[src/rtl/ow_slot_pkg.sv]
package ow_slot_pkg;

  typedef enum logic [1:0] {
    OP_RESET = 2'b00,
    OP_WRITE = 2'b01,
    OP_TOUCH = 2'b10,
    OP_READ  = 2'b11
  } cmdOpT;

  typedef enum logic [1:0] {
    SLOT_RST,
    SLOT_W0,
    SLOT_W1,
    SLOT_RD
  } slotT;

  typedef enum logic [1:0] {
    PH_IDLE,
    PH_LOW,
    PH_WAIT,
    PH_TAIL
  } phaseT;

  localparam int unsigned US_FIELD_W = 9;
  localparam int unsigned LONGEST_US = 480;

  // strobes from control to datapath
  typedef struct packed {
    logic                  start;    // new slot accepted
    logic                  restart;  // restart tick divider and window counter
    logic                  driveLow; // pull the line low
    logic                  capture;  // sample synchronized line
    logic                  finish;   // slot complete
    logic [US_FIELD_W-1:0] phaseUs;  // current window length, unscaled
  } strobeT;

  function automatic logic [US_FIELD_W-1:0] lowUs(slotT s);
    case (s)
      SLOT_RST: return 9'd480;
      SLOT_W0:  return 9'd60;
      default:  return 9'd6;
    endcase
  endfunction

  function automatic logic [US_FIELD_W-1:0] waitUs(slotT s);
    case (s)
      SLOT_RST: return 9'd70;
      SLOT_RD:  return 9'd9;
      default:  return 9'd0;
    endcase
  endfunction

  function automatic logic [US_FIELD_W-1:0] tailUs(slotT s);
    case (s)
      SLOT_RST: return 9'd410;
      SLOT_W0:  return 9'd10;
      SLOT_W1:  return 9'd64;
      default:  return 9'd55;
    endcase
  endfunction

endpackage

[src/rtl/ow_us_tick.sv]
module ow_us_tick #(
  parameter int CLKS_PER_US = 50
) (
  input  logic clk,
  input  logic rst,
  input  logic restart,
  output logic tick
);
  localparam int CNT_W = $clog2(CLKS_PER_US + 1);
  localparam logic [CNT_W-1:0] LAST = CNT_W'(CLKS_PER_US - 1);

  logic [CNT_W-1:0] divCount;

  assign tick = (divCount == LAST);

  always_ff @(posedge clk) begin
    if (rst || restart) divCount <= '0;
    else if (tick)      divCount <= '0;
    else                divCount <= divCount + 1'b1;
  end
endmodule

[src/rtl/ow_slot_dp.sv]
module ow_slot_dp
  import ow_slot_pkg::*;
#(
  parameter int CLKS_PER_US = 50,
  parameter int TIME_COEF   = 1
) (
  input  logic   clk,
  input  logic   rst,
  input  strobeT strobes,
  input  logic   owIn,
  output logic   phaseEnd,
  output logic   owDriveLow,
  output logic   rspValid,
  output logic   rspBit
);
  localparam int US_W = $clog2(LONGEST_US * TIME_COEF + 1);

  logic            tick;
  logic [US_W-1:0] usCount;
  logic [US_W-1:0] lastUs;
  logic            syncA, syncB;
  logic            sampled;

  ow_us_tick #(.CLKS_PER_US(CLKS_PER_US)) u_tick (
    .clk    (clk),
    .rst    (rst),
    .restart(strobes.restart),
    .tick   (tick)
  );

  assign lastUs   = US_W'(32'(strobes.phaseUs) * 32'(TIME_COEF) - 32'd1);
  assign phaseEnd = tick && (usCount == lastUs);

  always_ff @(posedge clk) begin
    if (rst || strobes.restart) usCount <= '0;
    else if (tick)              usCount <= usCount + 1'b1;
  end

  // two-flop synchronizer, idle level is high
  always_ff @(posedge clk) begin
    if (rst) begin
      syncA <= 1'b1;
      syncB <= 1'b1;
    end else begin
      syncA <= owIn;
      syncB <= syncA;
    end
  end

  always_ff @(posedge clk) begin
    if (rst || strobes.start) sampled <= 1'b0;
    else if (strobes.capture) sampled <= syncB;
  end

  always_ff @(posedge clk) begin
    if (rst) begin
      rspValid <= 1'b0;
      rspBit   <= 1'b0;
    end else begin
      rspValid <= strobes.finish;
      if (strobes.finish) rspBit <= sampled;
    end
  end

  assign owDriveLow = strobes.driveLow;
endmodule

[src/rtl/ow_slot_ctrl.sv]
module ow_slot_ctrl
  import ow_slot_pkg::*;
(
  input  logic       clk,
  input  logic       rst,
  input  logic       cmdValid,
  input  logic [1:0] cmdOp,
  input  logic       cmdBit,
  input  logic       phaseEnd,
  output logic       cmdReady,
  output strobeT     strobes
);
  phaseT phase;
  slotT  slot;
  logic  accept;

  function automatic slotT decodeSlot(logic [1:0] op, logic b);
    case (cmdOpT'(op))
      OP_RESET: return SLOT_RST;
      OP_WRITE: return b ? SLOT_W1 : SLOT_W0;
      OP_TOUCH: return b ? SLOT_RD : SLOT_W0;
      default:  return SLOT_RD;
    endcase
  endfunction

  assign cmdReady = (phase == PH_IDLE);
  assign accept   = cmdValid && cmdReady;

  always_comb begin
    strobes          = '0;
    strobes.start    = accept;
    strobes.restart  = accept || ((phase != PH_IDLE) && phaseEnd);
    strobes.driveLow = (phase == PH_LOW);
    strobes.capture  = (phase == PH_WAIT) && phaseEnd;
    strobes.finish   = (phase == PH_TAIL) && phaseEnd;
    case (phase)
      PH_LOW:  strobes.phaseUs = lowUs(slot);
      PH_WAIT: strobes.phaseUs = waitUs(slot);
      PH_TAIL: strobes.phaseUs = tailUs(slot);
      default: strobes.phaseUs = '0;
    endcase
  end

  always_ff @(posedge clk) begin
    if (rst) begin
      phase <= PH_IDLE;
      slot  <= SLOT_RST;
    end else begin
      case (phase)
        PH_IDLE: if (accept) begin
          slot  <= decodeSlot(cmdOp, cmdBit);
          phase <= PH_LOW;
        end
        PH_LOW: if (phaseEnd)
          phase <= (slot == SLOT_RD || slot == SLOT_RST) ? PH_WAIT : PH_TAIL;
        PH_WAIT: if (phaseEnd) phase <= PH_TAIL;
        default: if (phaseEnd) phase <= PH_IDLE;
      endcase
    end
  end
endmodule

[src/rtl/ow_slot_engine.sv]
module ow_slot_engine
  import ow_slot_pkg::*;
#(
  parameter int CLKS_PER_US = 50,
  parameter int TIME_COEF   = 1
) (
  input  logic       clk,
  input  logic       rst,
  input  logic       cmdValid,
  output logic       cmdReady,
  input  logic [1:0] cmdOp,
  input  logic       cmdBit,
  output logic       rspValid,
  output logic       rspBit,
  output logic       owDriveLow,
  input  logic       owIn
);
  strobeT strobes;
  logic   phaseEnd;

  ow_slot_ctrl u_ctrl (
    .clk     (clk),
    .rst     (rst),
    .cmdValid(cmdValid),
    .cmdOp   (cmdOp),
    .cmdBit  (cmdBit),
    .phaseEnd(phaseEnd),
    .cmdReady(cmdReady),
    .strobes (strobes)
  );

  ow_slot_dp #(.CLKS_PER_US(CLKS_PER_US), .TIME_COEF(TIME_COEF)) u_dp (
    .clk       (clk),
    .rst       (rst),
    .strobes   (strobes),
    .owIn      (owIn),
    .phaseEnd  (phaseEnd),
    .owDriveLow(owDriveLow),
    .rspValid  (rspValid),
    .rspBit    (rspBit)
  );
endmodule

[config.mk]
export PLATFORM = sky130hd
export DESIGN_NAME = ow_slot_engine
export DESIGN_NICKNAME = d
export VERILOG_FILES = /design/src/rtl/ow_slot_pkg.sv /design/src/rtl/ow_us_tick.sv /design/src/rtl/ow_slot_dp.sv /design/src/rtl/ow_slot_ctrl.sv /design/src/rtl/ow_slot_engine.sv
export SDC_FILE = /design/constraint.sdc
export NUM_CORES = 1
export LEC_CHECK = 0
export CAP_MARGIN = 10
export CELL_PAD_IN_SITES_DETAIL_PLACEMENT = 0
export CELL_PAD_IN_SITES_GLOBAL_PLACEMENT = 1
export CORE_ASPECT_RATIO = 0.5
export CORE_UTILIZATION = 50
export DETAILED_ROUTE_END_ITERATION = 12
export DONT_BUFFER_PORTS = 1
export PLACE_DENSITY_LB_ADDON = 0.15
export SYNTH_ARGS = -nofsm -noshare
export SYNTH_HDL_FRONTEND = slang
export SYNTH_HIERARCHICAL = 1
export SYNTH_SLANG_ARGS = --single-unit
[constraint.sdc]
create_clock -name clk -period 7 [get_ports clk]
set_input_delay 0.35 -clock clk [delete_from_list [all_inputs] [get_ports clk]]
set_output_delay 0.35 -clock clk [all_outputs]
set_load 0.1 [all_outputs]
Word-level counts from Yosys, hierarchy flattened
Index checks and enable logic that the tools add are counted.
Word-level totals
  flip-flop bits (word level): 24
  input bits: 7
  output and inout port bits: 4
  logic and storage cells: 55
Operators by class
  add/subtract/negate cells: 3
  equal/unequal tests: 13
  muxes and demuxes: 13
  reductions and logical operators: 17
Operator list (count)
  case mux 9 bit (3 select lines): 2
  case mux 9 bit (2 select lines): 1
  case mux 7 bit (2 select lines): 1
  2-to-1 mux 2 bit: 6
  case mux 2 bit (3 select lines): 2
  equality test 2 bit (second input constant): 5
  adder 9 x 1 -> 9 bit (second input constant): 1
  equality test 9 bit: 1
  subtractor 9 x 1 -> 9 bit (second input constant): 1
  adder 6 x 1 -> 6 bit (second input constant): 1
  equality test 2 x 1 -> 1 bit (second input constant): 3
  equality test 6 bit (second input constant): 1
  logical NOT 2 bit: 3
  logical AND 1 bit: 5
  logical OR 1 bit: 4
  inequality test 2 x 1 -> 1 bit (second input constant): 2
  AND reduction 4 bit: 1
  nonzero test 2 bit: 2
  inequality test 2 bit (second input constant): 1
  AND reduction 2 bit: 1
  OR reduction 2 bit: 1
  2-to-1 mux 1 bit: 1

Logic depth before layout (Yosys ltp)
Gate-level depths: netlist of run 1.
  depth after elaboration: 10
  mapped depth: 16

By module
Netlist of run 1, hierarchy kept.
Modules (own cells, without submodules)
  ow_slot_dp: times used 1, cells each 95, area each 824.5 um2, seq. area each 280.3 um2
  ow_slot_ctrl: times used 1, cells each 61, area each 501.7 um2, seq. area each 80.1 um2
  ow_us_tick: times used 1, cells each 28, area each 285.3 um2, seq. area each 120.1 um2

Least setup slack after synthesis of run 1
No wires, ideal clock.
  path type: flip-flop to flip-flop
  start: register u_ctrl.phase[0]
  end: register u_dp.usCount[0]
  setup time: 126 ps
  arrival time: 3358 ps
  data required time: 6874 ps
  setup slack: 3516 ps
  stages on the path, launching flop included: 15
  path buffers: 2
  clock period less this slack: 3484 ps
  cell sequence: dfxtp_1 inv_1 ha_1 buf_4 a21oi_1 inv_1 ha_1 and4bb_2 mux2_1 a31oi_1 o221a_1 mux2_4 or2_1 clkbuf_1 nor2_1
RTL lines
  start, declared: RTL line ow_slot_ctrl.sv:13  | phaseT phase;
  start signal, assigned: RTL line ow_slot_ctrl.sv:55  | phase <= (slot == SLOT_RD || slot == SLOT_RST) ? PH_WAIT : PH_TAIL;
  end signal, assigned: RTL line ow_slot_dp.sv:36  | else if (tick) usCount <= usCount + 1'b1;
  end, declared: RTL line ow_slot_dp.sv:19  | logic [US_W-1:0] usCount;

==> results of run 1 <==
==> per-stage QoR <==
stage / total power [mW] / worst slack (ns) / utilization, % / std cells
floorplan: 0.364 / 3.52 / - / 184
global placement: 0.386 / 3.56 / 54.0 / 219
detailed placement: 0.388 / 3.51 / 54.0 / 219
CTS: 0.510 / 3.46 / 56.4 / 223
global route: 0.540 / 3.18 / 56.4 / 223
finish: 0.505 / 3.46 / 56.4 / 223
==> placed cells by master, fill, tap and decap left out, drive strengths merged, types with 2 or more instances in the layout <==
cell    netlist  final
a21oi         5      5
nand2        13     13
or2           3      3
a211oi        4      4
a31oi         4      4
nor3          3      3
or3           2      2
buf           5      3
dfxtp        24     24
or2b          2      2
mux2i         3      3
nor4bb        2      2
xnor2        10     10
mux2          2      2
nor2b         2      2
inv          10     10
nand4         3      3
nand2b        2      2
nand3         9      9
ha           14     14
xor2          9      9
clkbuf        3      3
o21ai         4      4
and2          2      2
nand3b        3      3
o41ai         2      2
nor2         24     24
==> routing by layer <==
metal	vias to the layer above	wire length, um	global-route usage (%)
li1	641	-	-
met1	556	1460	25.0
met2	18	1210	28.8
met3	4	117	6.74
met4	0	21	3.16
met5	-	0	0
==> state kept, by name, summed over array words and instances, names as in the netlist, 2 cells and up <==
signal	count
u_ctrl/phase	2
u_ctrl/slot	2
u_dp/usCount	9
u_dp/u_tick/divCount	6
==> area by class of cell <==
type | count | area [um^2]
fillers | 304 | 1320
multi-input cells | 142 | 1050
flip-flops and latches | 24 | 480
well taps | 40 | 50.0
clock buffers | 3 | 41.3
inverters | 10 | 37.5
clock inverters | 1 | 30.0
repair buffers | 3 | 22.5
==> worst max-delay path by stage <==
stage,from,end,slack [ns],depth (start not counted)
after floorplan,u_ctrl/phase[0],u_dp/usCount[0],3.52,14
after global placement,u_ctrl/phase[1],u_dp/usCount[7],3.56,13
after detailed placement,u_ctrl/phase[1],u_dp/usCount[8],3.51,13
after CTS,u_ctrl/phase[1],u_dp/usCount[8],3.46,13
after global routing,u_ctrl/phase[1],u_dp/usCount[8],3.18,13
final,u_ctrl/phase[1],u_dp/usCount[8],3.46,13
==> power by group through the flow <==
stage / registers, mW / logic, mW / clock network [mW]
3_3_place_gp: 0.160 / 0.226 / 0
6_report: 0.157 / 0.229 / 0.119
3_5_place_dp: 0.161 / 0.227 / 0
4_1_cts: 0.158 / 0.228 / 0.124
5_1_grt: 0.160 / 0.252 / 0.128
2_1_floorplan: 0.159 / 0.205 / 0
==> worst register-to-register path: cells and delay by family (launching register included) <==
family	cells	cell delay, ns
AND/OR/NAND/NOR	6	1.60
buffers and inverters	2	0.44
AO/OA/AOI/OAI	2	0.42
flip-flops	1	0.34
XOR/XNOR	1	0.26
multiplexers	1	0.22
adder cells (fa/ha/maj)	1	0.15
==> logic make-up (layout without fill, tap and decap cells) <==
logic type               Yosys count  in the layout  share of synthesized area, %
AO/OA/AOI/OAI                     27             27                          13.9
XOR/XNOR                          19             19                          10.3
buffers and inverters             18             17                          5.20
AND/OR/NAND/NOR                   77             77                          26.4
adder cells (fa/ha/maj)           14             14                          10.9
flip-flops                        24             24                          29.8
multiplexers                       5              5                          3.49
==> summary.md, run 1 <==
| Metric | Value |
|---|---|
| Clock Latency Late Sink | `~0.26 ns` |
| Die W | `between 80 and 90 um` |
| Clock Sink Count | `24` |
| Area delta synth->final | `6.06%` |
| Die area | `between 3000 and 4000 um^2` |
| Final nets | `roughly 210` |
| Top FF cell, synth | `dfxtp_1` |
| Sw frac | `41.3%` |
| Reg power frac | `between 30% and 40%` |
| Drt wl/cell | `roughly 13 um` |
| Crit Path Class | `reg -> reg` |
| Gr usage total | `a little under a fifth` |
| Pwr dens | `around 300 nW/um^2` |
| Yosys warnings | `6` |
| Post-cts sizing count | `0` |
| Slew HR | `34.7%` |
| CTS tree | `done` |
| HP Class | `in -> reg` |
| Hold Slack | `about 0.15 ns` |
| Antenna violations before repair | `0` |
| Crit path max fanout | `9` |
| Final period util | `50.6%` |
| Hold Path Depth | `1` |
| FFs w/ async S/R, synth | `0%` |
| Mean area per synthesized cell | `8.76 um^2` |
| CTS Buf Count | `3` |
| Placed Area | `1640 um^2` |
| Setup-failing EPs final | `0` |
| Via count | `between 1,000 and 1,500` |
| Pleak | `approximately 0.64 nW` |
| Reg2reg path depth | `13` |
| # hold bufs at CTS | `0` |
| R2R Setup Slk | `about 3.5 ns` |
| CTS HTree Levels | `1` |
| Critical path arrival | `about 3.7 ns` |
| Share of cells above drive strength 1 | `between 10% and 20%` |
| Die Ht | `roughly 42 um` |
| Clk pwr share | `between 20% and 30%` |
| Share of Yosys cell area claimed by the top area cell type | `roughly 30%` |
| Rows | `14` |
| Clk slew on worst S/H paths | `0.08 ns` |
| Cell Area, Synth | `1610 um^2` |
| Fmax | `approximately 280 MHz` |
| Cell accounting for the most synthesized area | `dfxtp_1` |
| Critical-path cell list | `inv_1 > ha_1 > buf_4 > nor2_1 > nor3b_1 > xnor2_1 > or4b_1 > a21o_1 > nand3_2 > o221a_1 > mux2_4 > or2_1 > nor2_1` |
| Switching power | `around 210 uW` |
| Post-Syn Instances | `about 180` |
| Startpoint Class | `flip-flop` |
| Peak per-stage delay on the critical path | `0.56 ns` |
| Distinct cells, synth | `between 50 and 60` |
| Via-to-Cell Ratio | `about 5.5` |
| Final Hold Fails | `0` |
| DRC | `0` |
| Hold_sp | `rst` |
| TNS Setup | `0 ns` |
| Slew Viols, Final | `0` |
| Crit path buf inv count | `2` |
| Seq/Total Area, Yosys | `~30%` |
| Critical path's most frequent cell | `nor2_1` |
| Top cells by count, synth | `dfxtp_1 (24), nor2_1 (24), ha_1 (14), nand2_1 (12), xnor2_1 (10)` |
| Total wire length | `about 2800 um` |
| Reg-to-reg endpoint | `u_dp/usCount[8]` |
| RSZ-0062 raised after global routing | `false` |
| Worst Clk Skew | `0.00482 ns` |
| Crit. End Element | `flip-flop` |
| Highest-delay cell along the critical path | `nor3b_1` |
| Hold Path End | `u_dp/rspValid` |
| FF-to-FF Start | `u_ctrl/phase[1]` |
| Core area | `approximately 3000 um^2` |
| Maximum VDD drop | `299 uV` |
| Bufs on Longest Clock Path | `2` |
| DR iter-0 viols | `68` |
| Pre-antenna DRT Iters | `4` |
| # IOs | `11` |
| Int Power | `297 uW` |
| Worst path required time | `approximately 7.1 ns` |
| Antenna diodes | `0` |
| Post-CTS Setup Bufs | `0` |
| Starting density of the core | `53.2%` |
| Vias in the first global route | `roughly 1,100` |
| Yosys reg bits | `24` |
| Post-synth EDFFs | `0` |
| Ranking of synthesized cells by area | `dfxtp_1 (30%), ha_1 (11%), nor2_1 (5.6%)` |
| Post-DP HPWL | `2210 um` |
| First-pass GRT wire length | `between 4000 and 5000 um` |
| Fin crit period | `approximately 3.5 ns` |
| Max-cap violations | `0` |
| Gp weighted congestion | `0.735` |
| Comb power frac | `45.3%` |
| Post-synthesis net count | `between 200 and 250` |
| Input/output buffers | `0` |
| Routed Antenna Nets | `0` |
| Clock root cell | `clkbuf_8` |
| CP delay by family, top | `simple AND/OR/NAND/NOR gates` |
| Outcome | `complete, no violations` |
| Grt ovf | `0` |
| Largest net degree at the start of global routing | `15` |
| Worst Tran Pin Value | `approximately 0.98 ns` |
| Final instance area | `~1700 um^2` |
(Power assumes the default switching activity.)
==> inputs of run 2 (changes only) <==
--- a/config.mk
+++ b/config.mk
@@ -5,11 +5,12 @@
 export SDC_FILE = /design/constraint.sdc
 export NUM_CORES = 1
 export LEC_CHECK = 0
+export ABC_AREA = 1
 export CAP_MARGIN = 10
 export CELL_PAD_IN_SITES_DETAIL_PLACEMENT = 0
 export CELL_PAD_IN_SITES_GLOBAL_PLACEMENT = 1
 export CORE_ASPECT_RATIO = 0.5
-export CORE_UTILIZATION = 50
+export CORE_UTILIZATION = 45
 export DETAILED_ROUTE_END_ITERATION = 12
 export DONT_BUFFER_PORTS = 1
 export PLACE_DENSITY_LB_ADDON = 0.15
==> constraint.sdc (replaced) <==
create_clock -name clk -period 3.5 [get_ports clk]
set_input_delay 0.175 -clock clk [delete_from_list [all_inputs] [get_ports clk]]
set_output_delay 0.175 -clock clk [all_outputs]
set_load 0.1 [all_outputs]
==> run 2 against run 1 <==
Sequential share of layout area fell by 2.8 points. Via count rose by 29%. Fmax rose by 16%. Die area rose by 21%. Sequential cell count did not move. Routed wire length rose by 25%. Combinational power rose by 150%. Largest cell class unchanged. Largest power group unchanged. Highest routed layer unchanged.
==> summary.md, run 2 <==
| Metric | Value |
|---|---|
| Outcome | `complete, no violations (unchanged)` |
| Grt ovf | `0 (unchanged)` |
| Final worst slack | `0.446 ns (was 3.46 ns)` |
| Ranking of synthesized cells by area | `dfxtp_1 (27%), nand2_1 (16%), ha_1 (9.9%) (was dfxtp_1 (30%), ha_1 (11%), nor2_1 (5.6%))` |
| Final Hold Fails | `0 (unchanged)` |
| Largest regs | `u_dp/usCount: 9 flops, u_dp/u_tick/divCount: 6 flops (unchanged)` |
| Reg2reg path depth | `20 (was 13)` |
| Worst path required time | `3.69 ns (was 7.14 ns)` |
| CTS tree | `done (unchanged)` |
| RSZ-0062 raised after global routing | `false (unchanged)` |
| Slew Viols, Final | `0 (unchanged)` |
| Final period util | `87.3% (was 50.6%)` |
| CTS Buf Count | `3 (unchanged)` |
| Routed Antenna Nets | `0 (unchanged)` |
| Input/output buffers | `0 (unchanged)` |
| Clk pwr share | `21.5% (was 23.6%)` |
| Distinct cells, synth | `29 (was 51)` |
| TNS Setup | `0 ns (unchanged)` |
| Placed Area | `1800 um^2 (was 1640 um^2)` |
| Clock Sink Count | `24 (unchanged)` |
| Most frequent cell after synthesis | `nand2_1` |
| Crit. End Element | `flip-flop (unchanged)` |
| Vias in the first global route | `1,326 (was 1,105)` |
| Seq/Total Area, Yosys | `27.3% (was 29.8%)` |
| Fill count | `393 (was 304)` |
| Pleak | `0.896 nW (was 0.639 nW)` |
| Final instance area | `1900 um^2 (was 1710 um^2)` |
| Crit path max fanout | `7 (was 9)` |
| Drt wl/cell | `10.6 um (was 12.6 um)` |
| Comb power frac | `50.7% (was 45.3%)` |
| Post-CTS Setup Bufs | `0 (unchanged)` |
| Dpl ws | `0.523 ns (was 3.51 ns)` |
| Pwr dens | `592 nW/um^2 (was 296 nW/um^2)` |
| Gr usage total | `17.8% (was 18.6%)` |
| R2R Setup Slk | `0.45 ns (was 3.46 ns)` |
| Crit path buf inv count | `3 (was 2)` |
| Highest-delay cell along the critical path | `dfxtp_1 (was nor3b_1)` |
| Core area | `3580 um^2 (was 3030 um^2)` |
| CP endpoint | `u_dp/usCount[4] (was u_dp/usCount[8])` |
| Setup-failing EPs final | `0 (unchanged)` |
| Die area | `4190 um^2 (was 3470 um^2)` |
| DRC | `0 (unchanged)` |
| Largest net degree at the start of global routing | `15 (unchanged)` |
| Switching power | `500 uW (was 209 uW)` |
| Leading cell type in the layout, fill and taps excluded | `nand2_1` |
| Startpoint Class | `flip-flop (unchanged)` |
| Cell Area, Synth | `1760 um^2 (was 1610 um^2)` |
| # IOs | `11 (unchanged)` |
| Final nets | `302 (was 205)` |
| Via count | `1,575 (was 1,219)` |
| Top FF cell, synth | `dfxtp_1 (unchanged)` |
| Clock root cell | `clkbuf_8 (unchanged)` |
| Post-DP HPWL | `2850 um (was 2210 um)` |
| Max-cap violations | `0 (unchanged)` |
| CTS HTree Levels | `1 (unchanged)` |
| Share of Yosys cell area claimed by the top area cell type | `27.3% (was 29.8%)` |
| Yosys warnings | `6 (unchanged)` |
| Gp weighted congestion | `0.851 (was 0.735)` |
| Critical-path cell list | `inv_1 > ha_1 > nor2_1 > nand2_1 > a31oi_1 > inv_1 > ha_1 > nand2_1 > nor2_1 > nand2_1 > nand2_1 > nand2_1 > nand2_1 > nand3_1 > nor2_1 > nand2_4 > nand2_4 > nor2_1 > inv_1 > nor3_1 (was inv_1 > ha_1 > buf_4 > nor2_1 > nor3b_1 > xnor2_1 > or4b_1 > a21o_1 > nand3_2 > o221a_1 > mux2_4 > or2_1 > nor2_1)` |
| Die W | `90.5 um (was 82.3 um)` |
| FF-to-FF Start | `u_ctrl/slot[0] (was u_ctrl/phase[1])` |
| Fin crit period | `3.05 ns (was 3.54 ns)` |
| Fmax | `327 MHz (was 282 MHz)` |
| Total wire length | `3510 um (was 2810 um)` |
| Die Ht | `46.3 um (was 42.1 um)` |
| Area delta synth->final | `7.88% (was 6.06%)` |
| CP delay by family, top | `simple AND/OR/NAND/NOR gates (unchanged)` |
| Slew HR | `36.1% (was 34.7%)` |
| Post-synth EDFFs | `0 (unchanged)` |
| First-pass GRT wire length | `5780 um (was 4830 um)` |
| DR iter-0 viols | `65 (was 68)` |
| Worst Clk Skew | `0.00285 ns (was 0.00482 ns)` |
| Commonest cells after routing, fill and taps aside | `nand2_1 (73), nor2_1 (45), inv_1 (42) (was nor2_1 (24), dfxtp_1 (24), ha_1 (14))` |
| Post-Syn Instances | `276 (was 184)` |
| Largest Register | `u_dp/usCount (unchanged)` |
| Bufs on Longest Clock Path | `2 (unchanged)` |
| Clk slew on worst S/H paths | `0.08 ns (about the same)` |
| Rows | `15 (was 14)` |
| Mean area per synthesized cell | `6.39 um^2 (was 8.76 um^2)` |
| Reg power frac | `27.8% (was 31.1%)` |
| Top cells by count, synth | `nand2_1 (73), nor2_1 (45), inv_1 (42), dfxtp_1 (24), a21oi_1 (15) (was dfxtp_1 (24), nor2_1 (24), ha_1 (14), nand2_1 (12), xnor2_1 (10))` |
| Critical path arrival | `3.25 ns (was 3.68 ns)` |
| Worst Tran Pin Value | `0.957 ns (was 0.977 ns)` |
| Sw frac | `44.4% (was 41.3%)` |
| Post-synthesis net count | `297 (was 205)` |
| HP Class | `in -> reg (unchanged)` |
| Peak per-stage delay on the critical path | `0.41 ns (was 0.56 ns)` |
| Critical path's most frequent cell | `nand2_1 (was nor2_1)` |
| Via-to-Cell Ratio | `4.76 (was 5.47)` |
| Pre-antenna DRT Iters | `4 (unchanged)` |
| Largest register FFs | `9 (unchanged)` |
| Antenna diodes | `0 (unchanged)` |
| Int Power | `626 uW (was 297 uW)` |
| Starting density of the core | `49.2% (was 53.2%)` |
| Critical Path Stages | `20 (was 13)` |
| Reg-to-reg endpoint | `u_dp/usCount[4] (was u_dp/usCount[8])` |
| Antenna violations before repair | `0 (unchanged)` |
| Cell accounting for the most synthesized area | `dfxtp_1 (unchanged)` |
| Share of cells above drive strength 1 | `8.93% (was 10.9%)` |
| Crit Path Class | `reg -> reg (unchanged)` |
| Crit path from | `u_ctrl/slot[0] (was u_ctrl/phase[1])` |
| Maximum VDD drop | `292 uV (was 299 uV)` |
| Yosys reg bits | `24 (unchanged)` |
| Clock Latency Late Sink | `0.27 ns (was 0.26 ns)` |
| FFs w/ async S/R, synth | `0% (unchanged)` |
run 2: cell count changes after synthesis, sizes merged, moves of 4 or more:
cell	before	now
nand2	13	79
a211oi	4	0
xor2	9	3
inv	10	44
nor2	24	49
nand3	9	15
xnor2	10	2
o21ai	4	10
a21oi	5	15
run 2: kinds of logic after synthesis:
group,after synthesis,synth area share (%)
and+or+nand+nor,151,37.8
buffers and inverters,49,11.9
DFF,24,27.3
AOI/OAI and AO/OA,32,10.1
adders and majority gates,14,9.94
xor gates and xnor gates,5,2.48
muxes,1,0.568
run 2: power by group through the flow:
stage	clock network (mW)	logic (mW)	registers (mW)
finish	0.242	0.571	0.313
global route	0.258	0.645	0.317
CTS	0.245	0.569	0.313
detailed placement	0	0.564	0.319
global placement	0	0.563	0.318
floorplan	0	0.494	0.316
run 2: cell type report:
class | count | area (um^2) | area share (%)
Multi-Input combinational cell | 203 | 1070 | 56.4
Sequential cell | 24 | 480 | 25.3
Inverter | 44 | 168 | 8.82
Tap cell | 51 | 63.8 | 3.36
Timing Repair Buffer | 5 | 45.0 | 2.37
Clock buffer | 3 | 41.3 | 2.17
Clock inverter | 1 | 30.0 | 1.58
run 2: repair_timing:
action,4_1_cts,5_1_grt
endpoints found under the setup margin,0,0
hold buffers,2,1
gates resized for setup,0,0
hold endpoints to repair,4,2
run 2: stage by stage:
| stage | std cells | hold slack [ns] | power, mW | utilization [%] |
|---|---|---|---|---|
| after detailed placement | 324 | 0.248 | 0.883 | 50.2 |
| after global routing | 331 | 0.0976 | 1.22 | 53.1 |
| after CTS | 330 | 0.00233 | 1.13 | 52.8 |
| after global placement | 324 | 0.247 | 0.881 | 50.2 |
| after floorplan | 276 | 0.244 | 0.809 | - |
| final | 331 | 0.0805 | 1.13 | 53.1 |
run 2: worst min path at each step:
stage               slack, ns  depth (start not counted)              end      from
floorplan                0.24                          1      u_dp/rspBit       rst
global placement         0.25                          1      u_dp/rspBit       rst
detailed placement       0.25                          1      u_dp/rspBit       rst
CTS                     0.002                          1       u_dp/syncA       rst
global route              0.1                          3  u_ctrl/phase[0]       rst
finish                   0.08                          2   u_ctrl/slot[0]  cmdOp[1]
run 2: layer usage:
layer  part of all wire, %  vias up  global-route usage (%)  wire length [um]
li1                      -      857                       -                 -
met1                    53      688                    23.5              1860
met2                    42       28                    30.0              1470
met3                   5.1        2                    5.45               180
met4                  0.11        0                    1.94                 4
met5                     0        -                       0                 0
run 2: worst register-to-register path, stage by stage, from the launching register on:
cell and delay, ns:
dfxtp_1 0.41, inv_1 0.10, ha_1 0.25, nor2_1 0.18
nand2_1 0.07, a31oi_1 0.21, inv_1 0.10, ha_1 0.25
nand2_1 0.10, nor2_1 0.04, nand2_1 0.08, nand2_1 0.06
nand2_1 0.05, nand2_1 0.06, nand3_1 0.08, nor2_1 0.10
nand2_4 0.09, nand2_4 0.06, nor2_1 0.35, inv_1 0.14
nor3_1 0.20
==> inputs of run 3 (changes only) <==
--- a/config.mk
+++ b/config.mk
@@ -13,7 +13,7 @@
 export CORE_UTILIZATION = 45
 export DETAILED_ROUTE_END_ITERATION = 12
 export DONT_BUFFER_PORTS = 1
-export PLACE_DENSITY_LB_ADDON = 0.15
+export PLACE_DENSITY = 0.85
 export SYNTH_ARGS = -nofsm -noshare
 export SYNTH_HDL_FRONTEND = slang
 export SYNTH_HIERARCHICAL = 1
==> run 3 against run 2 <==
Core utilization shrank 0.28 points. Global-route usage rose by 0.18 points. Worst setup slack improved by 0.013 ns. Sequential power barely moved. Clock-buffer cell count unchanged. Final cell count decreased by 0.30%. Critical path depth fell by 1. Critical path type unchanged. Highest routed layer unchanged.
==> summary.md, run 3 (synthesis results as in run 2) <==
| Metric | Value |
|---|---|
| Outcome | `complete, no violations (unchanged)` |
| Drt wl/cell | `10.7 um (was 10.6 um)` |
| Final nets | `301 (was 302)` |
| Post-DP HPWL | `2790 um (was 2850 um)` |
| Antenna diodes | `0 (unchanged)` |
| Area delta synth->final | `7.31% (was 7.88%)` |
| Maximum VDD drop | `371 uV (was 292 uV)` |
| Hold_sp | `cmdOp[1] (unchanged)` |
| Die Ht | `46.3 um (unchanged)` |
| R2R Setup Slk | `0.46 ns (was 0.45 ns)` |
| RSZ-0062 raised after global routing | `false (unchanged)` |
| Largest net degree at the start of global routing | `15 (unchanged)` |
| CTS Buf Count | `3 (unchanged)` |
| Gp weighted congestion | `0.853 (was 0.851)` |
| Die W | `90.5 um (unchanged)` |
| Max-cap violations | `0 (unchanged)` |
| Fin crit period | `3.04 ns (was 3.05 ns)` |
| CTS tree | `done (unchanged)` |
| Antenna violations before repair | `0 (unchanged)` |
| Pre-antenna DRT Iters | `6 (was 4)` |
| Rows | `15 (unchanged)` |
| Via-to-Cell Ratio | `4.75 (was 4.76)` |
| Setup-failing EPs final | `0 (unchanged)` |
| Reg-to-reg endpoint | `u_dp/usCount[4] (unchanged)` |
| Fill count | `353 (was 393)` |
| Final worst slack | `0.458 ns (was 0.446 ns)` |
| Crit Path Class | `reg -> reg (unchanged)` |
| Worst path required time | `3.70 ns (was 3.69 ns)` |
| Starting density of the core | `49.2% (unchanged)` |
| Crit. End Element | `flip-flop (unchanged)` |
| Grt ovf | `0 (unchanged)` |
| First-pass GRT wire length | `5700 um (was 5780 um)` |
| Fmax | `329 MHz (was 327 MHz)` |
| DR iter-0 viols | `58 (was 65)` |
| Highest-delay cell along the critical path | `buf_4 (was dfxtp_1)` |
| Startpoint Class | `flip-flop (unchanged)` |
| Dpl ws | `0.515 ns (was 0.523 ns)` |
| Gr usage total | `18.0% (was 17.8%)` |
| Critical Path Stages | `19 (was 20)` |
| Share of cells above drive strength 1 | `8.96% (was 8.93%)` |
| Bufs on Longest Clock Path | `2 (unchanged)` |
| Vias in the first global route | `1,310 (was 1,326)` |
| Overall power | `1.13 mW (about the same)` |
| Layout Cells excl Fill | `330 (was 331)` |
| DRC | `0 (unchanged)` |
| Worst Clk Skew | `0.00221 ns (was 0.00285 ns)` |
| CP delay by family, top | `simple AND/OR/NAND/NOR gates (unchanged)` |
| Via count | `1,568 (was 1,575)` |
| Post-CTS Setup Bufs | `0 (unchanged)` |
| Placed cells | `324 (unchanged)` |
| Slew HR | `34.0% (was 36.1%)` |
| CTS HTree Levels | `1 (unchanged)` |
| Routed Antenna Nets | `0 (unchanged)` |
| Clock root cell | `clkbuf_8 (unchanged)` |
| Critical path's most frequent cell | `nor2_1 (was nand2_1)` |
| Hold Path End | `u_ctrl/slot[0] (unchanged)` |
| Largest Register | `u_dp/usCount (unchanged)` |
| Leading cell type in the layout, fill and taps excluded | `nand2_1 (unchanged)` |
| Commonest cells after routing, fill and taps aside | `nand2_1 (73), nor2_1 (45), inv_1 (42) (unchanged)` |
| Input/output buffers | `0 (unchanged)` |
| HP Class | `in -> reg (unchanged)` |
| Pleak | `0.891 nW (was 0.896 nW)` |
| FF-to-FF Start | `u_ctrl/phase[1] (was u_ctrl/slot[0])` |
| Slew Viols, Final | `0 (unchanged)` |
| Worst Tran Pin Value | `0.989 ns (was 0.957 ns)` |
| Die area | `4190 um^2 (unchanged)` |
| Largest register FFs | `9 (unchanged)` |
| Hold Path Depth | `2 (unchanged)` |
| Clk slew on worst S/H paths | `0.09 ns (was 0.08 ns)` |
| TNS Setup | `0 ns (unchanged)` |
| Final Hold Fails | `0 (unchanged)` |
| Critical-path cell list | `inv_1 > ha_1 > buf_4 > nand2_1 > a21oi_1 > nor2_1 > nand2_1 > inv_1 > nand2_1 > nor2_1 > nor2_1 > nor2_1 > nand2_1 > nor2_1 > nand2_4 > nand2_4 > nor2_1 > inv_1 > nor3_1 (was inv_1 > ha_1 > nor2_1 > nand2_1 > a31oi_1 > inv_1 > ha_1 > nand2_1 > nor2_1 > nand2_1 > nand2_1 > nand2_1 > nand2_1 > nand3_1 > nor2_1 > nand2_4 > nand2_4 > nor2_1 > inv_1 > nor3_1)` |
| Core area | `3580 um^2 (unchanged)` |
| Reg2reg path depth | `19 (was 20)` |
| Largest regs | `u_dp/usCount: 9 flops, u_dp/u_tick/divCount: 6 flops (unchanged)` |
| Clock Latency Late Sink | `0.27 ns (about the same)` |
| Peak per-stage delay on the critical path | `0.35 ns (was 0.41 ns)` |
| Final period util | `86.9% (was 87.3%)` |
| Crit path buf inv count | `4 (was 3)` |
| Crit path max fanout | `7 (unchanged)` |
| Total wire length | `3530 um (was 3510 um)` |
| Clock Sink Count | `24 (unchanged)` |
| Pwr dens | `597 nW/um^2 (was 592 nW/um^2)` |
| Critical path arrival | `3.25 ns (about the same)` |
| # IOs | `11 (unchanged)` |
[run 3: changes by cell type in the layout (fill, tap and decap cells not counted), sizes merged]
cell         previous run  this run
dlygate4sd3             3         2
[run 3: worst reg2reg max path, cell delays in order, from the launching register on]
cell	delay (ns)
dfxtp_1	0.34
inv_1	0.10
ha_1	0.32
buf_4	0.36
nand2_1	0.09
a21oi_1	0.30
nor2_1	0.12
nand2_1	0.11
inv_1	0.04
nand2_1	0.05
nor2_1	0.04
nor2_1	0.11
nor2_1	0.06
nand2_1	0.05
nor2_1	0.08
nand2_4	0.09
nand2_4	0.06
nor2_1	0.35
inv_1	0.14
nor3_1	0.19
[run 3: cell type report]
class | instances | area [um^2] | area share (%)
Sequential cell | 24 | 480 | 25.4
Tap cell | 51 | 63.8 | 3.37
Multi-Input combinational cell | 203 | 1070 | 56.7
Clock inverter | 1 | 30.0 | 1.59
Clock buffer | 3 | 41.3 | 2.18
Inverter | 44 | 168 | 8.86
Timing Repair Buffer | 4 | 35.0 | 1.85
[run 3: what timing repair did]
action	in CTS	in global routing
endpoints found under the setup margin	0	0
resized for setup	0	0
hold buffers	2	0
endpoints found under the hold margin	5	0
[run 3: how the worst max path moves through the flow]
stage / startpoint / to / slack [ns]
CTS: u_ctrl/phase[1] / u_dp/usCount[4] / 0.48
floorplan: u_ctrl/phase[0] / u_ctrl/phase[0] / 0.41
detailed placement: u_ctrl/phase[1] / u_dp/usCount[4] / 0.51
global placement: u_ctrl/phase[1] / u_dp/usCount[4] / 0.54
finish: u_ctrl/phase[1] / u_dp/usCount[4] / 0.46
global route: u_ctrl/slot[0] / u_dp/usCount[8] / 0.13
[run 3: where the power goes]
part / total (mW) / switching (mW) / internal, mW
clock network: 0.248 / 0.0953 / 0.153
logic: 0.568 / 0.389 / 0.179
registers: 0.313 / 0.0190 / 0.294
total: 1.13 / 0.504 / 0.625
[run 3: metal layers]
| layer | vias up | GRT usage (%) | share of wire, % |
|---|---|---|---|
| met3 | 6 | 5.61 | 5.3 |
| met4 | 0 | 5.81 | 1.0 |
| met5 | - | 0 | 0 |
| met2 | 28 | 28.9 | 40 |
| li1 | 853 | - | - |
| met1 | 681 | 23.4 | 53 |
[run 3: per-stage QoR]
| stage | hold WS (ns) | utilization, % | area, um^2 |
|---|---|---|---|
| after detailed placement | 0.248 | 50.2 | 1800 |
| after CTS | 0.0727 | 52.8 | 1890 |
| after floorplan | 0.244 | - | 1760 |
| after global routing | 0.0875 | 52.8 | 1890 |
| final | 0.0748 | 52.8 | 1890 |
| after global placement | 0.247 | 50.2 | 1800 |
